==> config.mk <==
export PLATFORM = sky130hd
export DESIGN_NAME = watch_ctl
export DESIGN_NICKNAME = d
export VERILOG_FILES = /design/src/rtl/watch_ctl.sv
export SDC_FILE = /design/constraint.sdc
export NUM_CORES = 1
export LEC_CHECK = 0
export BUFFER_PORTS_ARGS = -buffer_cell sky130_fd_sc_hd__buf_2
export CAP_MARGIN = 0
export CORE_UTILIZATION = 25
export DETAILED_ROUTE_END_ITERATION = 10
export PLACE_DENSITY = 0.71
export SYNTH_ARGS = -nofsm -noshare
export SYNTH_HDL_FRONTEND = slang
export SYNTH_SLANG_ARGS = --single-unit
export TNS_END_PERCENT = 50
==> constraint.sdc <==
create_clock -name clk -period 1.3 [get_ports clk]
set_input_delay 0.195 -clock clk [delete_from_list [all_inputs] [get_ports clk]]
set_output_delay 0.195 -clock clk [all_outputs]
set_load 0.1 [all_outputs]
==> src/rtl/watch_ctl.sv <==
module watch_ctl #(
  parameter int PW = 3,
  parameter int CSW = 4,
  parameter logic [1:0] WATCH_CODE = 2'b10
) (
  input  logic           clk,
  input  logic           rst_n,
  input  logic           reg_wr,
  input  logic           reg_sel,
  input  logic [1:0]     reg_wdata,
  input  logic           nmi_req,
  input  logic           irq_req,
  input  logic           irq_mask,
  input  logic [PW-1:0]  irq_pri,
  input  logic           isr_active,
  input  logic [PW-1:0]  isr_level,
  input  logic           cpu_d_oe,
  input  logic           cpu_a_oe,
  input  logic           cpu_rd_n,
  input  logic [1:0]     cpu_wr_n,
  input  logic [CSW-1:0] cpu_cs_n,
  input  logic           cpu_clkout,
  input  logic           pin_wait_n,
  output logic           in_watch,
  output logic           cpu_clk_en,
  output logic           sys_clk_en,
  output logic           pll_clk_en,
  output logic           wt_clk_en,
  output logic           osc_en,
  output logic           wake_pulse,
  output logic           ack_en,
  output logic           pad_d_oe,
  output logic           pad_a_oe,
  output logic           pad_rd_n,
  output logic [1:0]     pad_wr_n,
  output logic [CSW-1:0] pad_cs_n,
  output logic           pad_clkout,
  output logic           cpu_wait_n
);

  logic [1:0] mode_q;
  logic       run_q;

  wire go       = reg_wr && reg_sel && reg_wdata[0] && (mode_q == WATCH_CODE) && !in_watch;
  wire irq_live = irq_req && !irq_mask;
  wire wake     = in_watch && (nmi_req || irq_live);
  wire urgent   = nmi_req || !isr_active || (irq_pri < isr_level);

  always_ff @(posedge clk) begin
    if (!rst_n) begin
      mode_q     <= 2'b00;
      in_watch   <= 1'b0;
      run_q      <= 1'b1;
      wake_pulse <= 1'b0;
      ack_en     <= 1'b0;
    end else begin
      if (reg_wr && !reg_sel && !in_watch)
        mode_q <= reg_wdata;
      if (go)
        in_watch <= 1'b1;
      else if (wake)
        in_watch <= 1'b0;
      run_q      <= !(go || (in_watch && !wake));
      wake_pulse <= wake;
      ack_en     <= wake && urgent;
    end
  end

  assign cpu_clk_en = run_q;
  assign sys_clk_en = run_q;
  assign pll_clk_en = run_q;
  assign wt_clk_en  = 1'b1;
  assign osc_en     = 1'b1;

  assign pad_d_oe   = in_watch ? 1'b0 : cpu_d_oe;
  assign pad_a_oe   = in_watch ? 1'b0 : cpu_a_oe;
  assign pad_rd_n   = in_watch ? 1'b1 : cpu_rd_n;
  assign pad_wr_n   = in_watch ? 2'b11 : cpu_wr_n;
  assign pad_cs_n   = in_watch ? {CSW{1'b1}} : cpu_cs_n;
  assign pad_clkout = in_watch ? 1'b0 : cpu_clkout;
  assign cpu_wait_n = in_watch ? 1'b1 : pin_wait_n;

endmodule

Word-level counts from Yosys, hierarchy flattened
Cells that the tools add are included.

Register bits: 6. Output and inout port bits: 19.

$lt $le $gt $ge: 1. Multiplexer cells: 9. Equal/unequal tests: 1. Reduce and logical (&&, ||, !) cells: 21.

Operator list (count): 1-bit logical AND (10); 1-bit two-way mux (7); 1-bit logical NOT (6); 1-bit logical OR (4); 4-bit two-way mux (1); 3-bit less-than comparator (1); 2-bit == test (second input constant) (1); 2-bit two-way mux (1); 2-bit nonzero test (1).

Longest topological paths before layout
Depth in word-level cells: 8. Depth in mapped cells: 5.

Worst setup path before layout
OpenSTA, ideal clock, no wires.

Path kind: reg2out. Start: register in_watch. End: output port pad_a_oe. Arrival: 2.332 ns. Stages on the path, launching flop included: 3. Slack: -1.227 ns. Buffers on the path: 1. Cell sequence: dfxtp_1 buf_2 nor2b_1.

Longest elaborated chain between the ends: 1.

RTL lines: start: declaration (RTL line 24) `output logic in_watch,`; start signal: assignment (RTL line 52) `in_watch <= 1'b0;`; start signal: assignment (RTL line 60) `in_watch <= 1'b1;`; start signal: assignment (RTL line 62) `in_watch <= 1'b0;`; 1-bit two-way mux (RTL line 76) `assign pad_a_oe = in_watch ? 1'b0 : cpu_a_oe;`; end: declaration (RTL line 33) `output logic pad_a_oe,`.

No other way between the ends.

Final worst setup path
Start: register in_watch. End: output port pad_clkout.

Longest elaborated chain between the ends: 1.

RTL lines: 1-bit two-way mux (RTL line 80) `assign pad_clkout = in_watch ? 1'b0 : cpu_clkout;`; end: declaration (RTL line 37) `output logic pad_clkout,`.

No other way between the ends.

==> results.py <==
metrics = {
    "pwr": {
        "pwr-share-comb_pct": 48.7,
        "power_density_mw_per_mm2": 848,
        "intPower_mw": 0.441,
        "switching_share_pct": 39.7,
        "clockPowerShare_pct": 25.4,
        "net-switching-power_mw": 0.290,
        "ir_drop_mv": 0.448,
        "leakage_nw": 0.448,
        "power.total_mw": 0.731,
        "pwr-share-seq_pct": 25.9,
    },
    "synth": {
        "ys_seq_elements": 6,
        "ys_seq_area_share_pct": 30.3,
        "syn_inst": 44,
        "avgSynthCellArea_um2": 9.01,
        "ys_warn_count": 0,
        "syn_area_um2": 397,
        "ys_types": 20,
    },
    "clock_tree": {
        "cts_hold_buf": 0,
        "clk_pin_slew_ns": 0.05,
        "cts_sinks": 6,
        "clk_latency_ns": 0.24,
        "clock_path_buffers": 2,
        "htreeDepth": 1,
        "cts_resized": 0,
        "clock_tree.root_cell": "clkbuf_4",
        "numCtsBuffers": 3,
        "cts_tree": "done",
    },
    "critical_path": {
        "cp_max_fo": 15,
        "max_stage_delay_ns": 0.45,
        "critPathKind": "reg2out",
        "crit_required_ns": 1.11,
        "startpoint_type": "register",
        "path_cells": "and2b_1 > buf_12",
        "critPathSlowestCell": "dfxtp_4",
        "worstPathArrival_ns": 1.09,
        "end_kind": "primary output",
    },
    "floorplanning": {
        "start_util_pct": 26.6,
        "core_area_mm2": 0.00149,
        "die_area_mm2": 0.00175,
        "die_w_um": 41.8,
        "fp.dieH_um": 41.8,
        "row_count": 14,
        "ios": 46,
    },
    "status": {
        "status": "finished, final reports clean",
    },
    "final_layout": {
        "post-route-util_pct": 57.9,
        "mostFrequentLayoutCell": "buf_2",
        "fin_cells": 105,
        "fill_cells": 130,
        "nets": 119,
        "final_cell_mix": "31 x buf_2, 12 x buf_12, 8 x or2_4",
        "syn2layout_area_growth_pct": 117,
        "antenna_cells": 0,
        "drive_above_1_share_pct": 69.7,
    },
    "detailed_routing": {
        "wl_um": 971,
        "ant_nets": 0,
        "drtIter0Drc": 0,
        "first_pass_iters": 1,
        "drt-wirelength-per-cell_um": 9.25,
        "viasPerCell": 4.30,
        "drcViolationCount": 0,
        "num_vias": 452,
    },
    "timing": {
        "finalCriticalPeriod_ns": 1.29,
        "rsz0062_at_grt": "yes",
        "setup-violations-final": 0,
        "fin_crit_sh_pct": 99.0,
        "finalMaxSlewViolations": 0,
        "finClkSkew_ns": 0.00288,
        "max_freq_mhz": 777,
        "final_hold_viol_count": 0,
    },
    "global_routing": {
        "grt_usage_pct": 12.4,
        "grt_pass1_vias": 411,
        "grt_pass1_wl_um": 1580,
        "grt_max_degree": 16,
        "gr-total-overflow": 0,
        "antenna_found_initial": 0,
    },
    "flow_run": {
        "cap_violations": 0,
    },
    "placed_design": {
        "placedCellCount": 99,
        "io_buffers": 43,
        "place_congestion": 0.622,
        "dp_hpwl_um": 856,
    },
    "min_path": {
        "hp-class": "in2reg",
    },
}
[what timing repair did]
action                                  CTS  global route
cloned                                    0             0
endpoints found under the setup margin    2             2
buffers inserted                          2             0
[power groups by stage]
stage               combinational [mW]  clock, mW  sequential [mW]
finish                           0.356      0.186            0.189
global route                     0.369      0.208            0.189
CTS                              0.359      0.193            0.189
detailed placement               0.357          0            0.193
global placement                 0.353          0            0.193
floorplan                        0.228          0            0.196
[final timing paths]
kind         slack (ns)                endpoint  cells past startpoint                    from
max                0.01              pad_clkout                      2   in_watch$_SDFFE_PN0P_
min                0.17   cpu_clk_en$_SDFF_PN1_                      2                   rst_n
max reg2reg        0.22  mode_q[1]$_SDFFE_PN0P_                      3   in_watch$_SDFFE_PN0P_
min reg2reg        0.54  mode_q[0]$_SDFFE_PN0P_                      2  mode_q[0]$_SDFFE_PN0P_
[kinds of logic after synthesis]
kind of cell | share of synthesized area [%]
AO/OA/AOI/OAI | 11.4
buffers and inverters | 11.7
adder cells (fa/ha/maj) | 6.31
other | 0.945
AND/OR/NAND/NOR | 34.4
multiplexers | 5.05
flip-flops | 30.3
[metal layers]
metal / share of wire, % / track usage, % / vias to the layer above
met4: 2.3 / 9.68 / 0
li1: - / - / 229
met5: 0 / 0 / -
met3: 16 / 6.09 / 4
met2: 43 / 20.3 / 42
met1: 39 / 11.5 / 177
[sequential cells by signal (all words and copies together) (netlist names)]
name and flops:
cpu_clk_en 1, ack_en 1, wake_pulse 1, in_watch 1, mode_q 2
[Yosys cell counts, drive strengths merged]
master	count	area, µm²
or2	8	50.1
dfxtp	6	120
buf	5	35.0
nor2b	5	31.3
inv	3	11.3
nor3b	3	32.5
ha	2	25.0
mux2i	2	20.0
a21o	1	7.51
a31oi	1	6.26
and2b	1	7.51
conb	1	3.75
nand2b	1	6.26
nand4b	1	8.76
o211a	1	10.0
o21a	1	7.51
o21ai	1	5.00
o31a	1	8.76
[critical path: cells and delay by family, from the launching register on]
family / cells / cell delay [ns]
buffers and inverters: 1 / 0.17
flip-flops: 1 / 0.45
AND/OR/NAND/NOR: 1 / 0.23
[through the flow]
| stage | setup slack (ns) | setup TNS, ns | area [µm²] | hold slack, ns |
|---|---|---|---|---|
| 5_1_grt | -0.0314 | -0.0409 | 862 | 0.174 |
| 2_1_floorplan | -0.155 | -0.821 | 440 | 0.275 |
| 4_1_cts | -0.000158 | -0.000158 | 862 | 0.167 |
| 3_3_place_gp | 0.225 | 0 | 821 | 0.430 |
| 3_5_place_dp | 0.181 | 0 | 821 | 0.424 |
| 6_report | 0.0132 | 0 | 862 | 0.167 |
[layout make-up]
cell class	instances	area (µm²)	area share, %
tap	16	20.0	2.32
timing repair buffer	45	410	47.6
multi-input combinational	31	269	31.2
sequential	6	125	14.5
clock buffer	4	26.3	3.05
inverter	3	11.3	1.31
No activity file was read; power rests on OpenSTA's default activity.
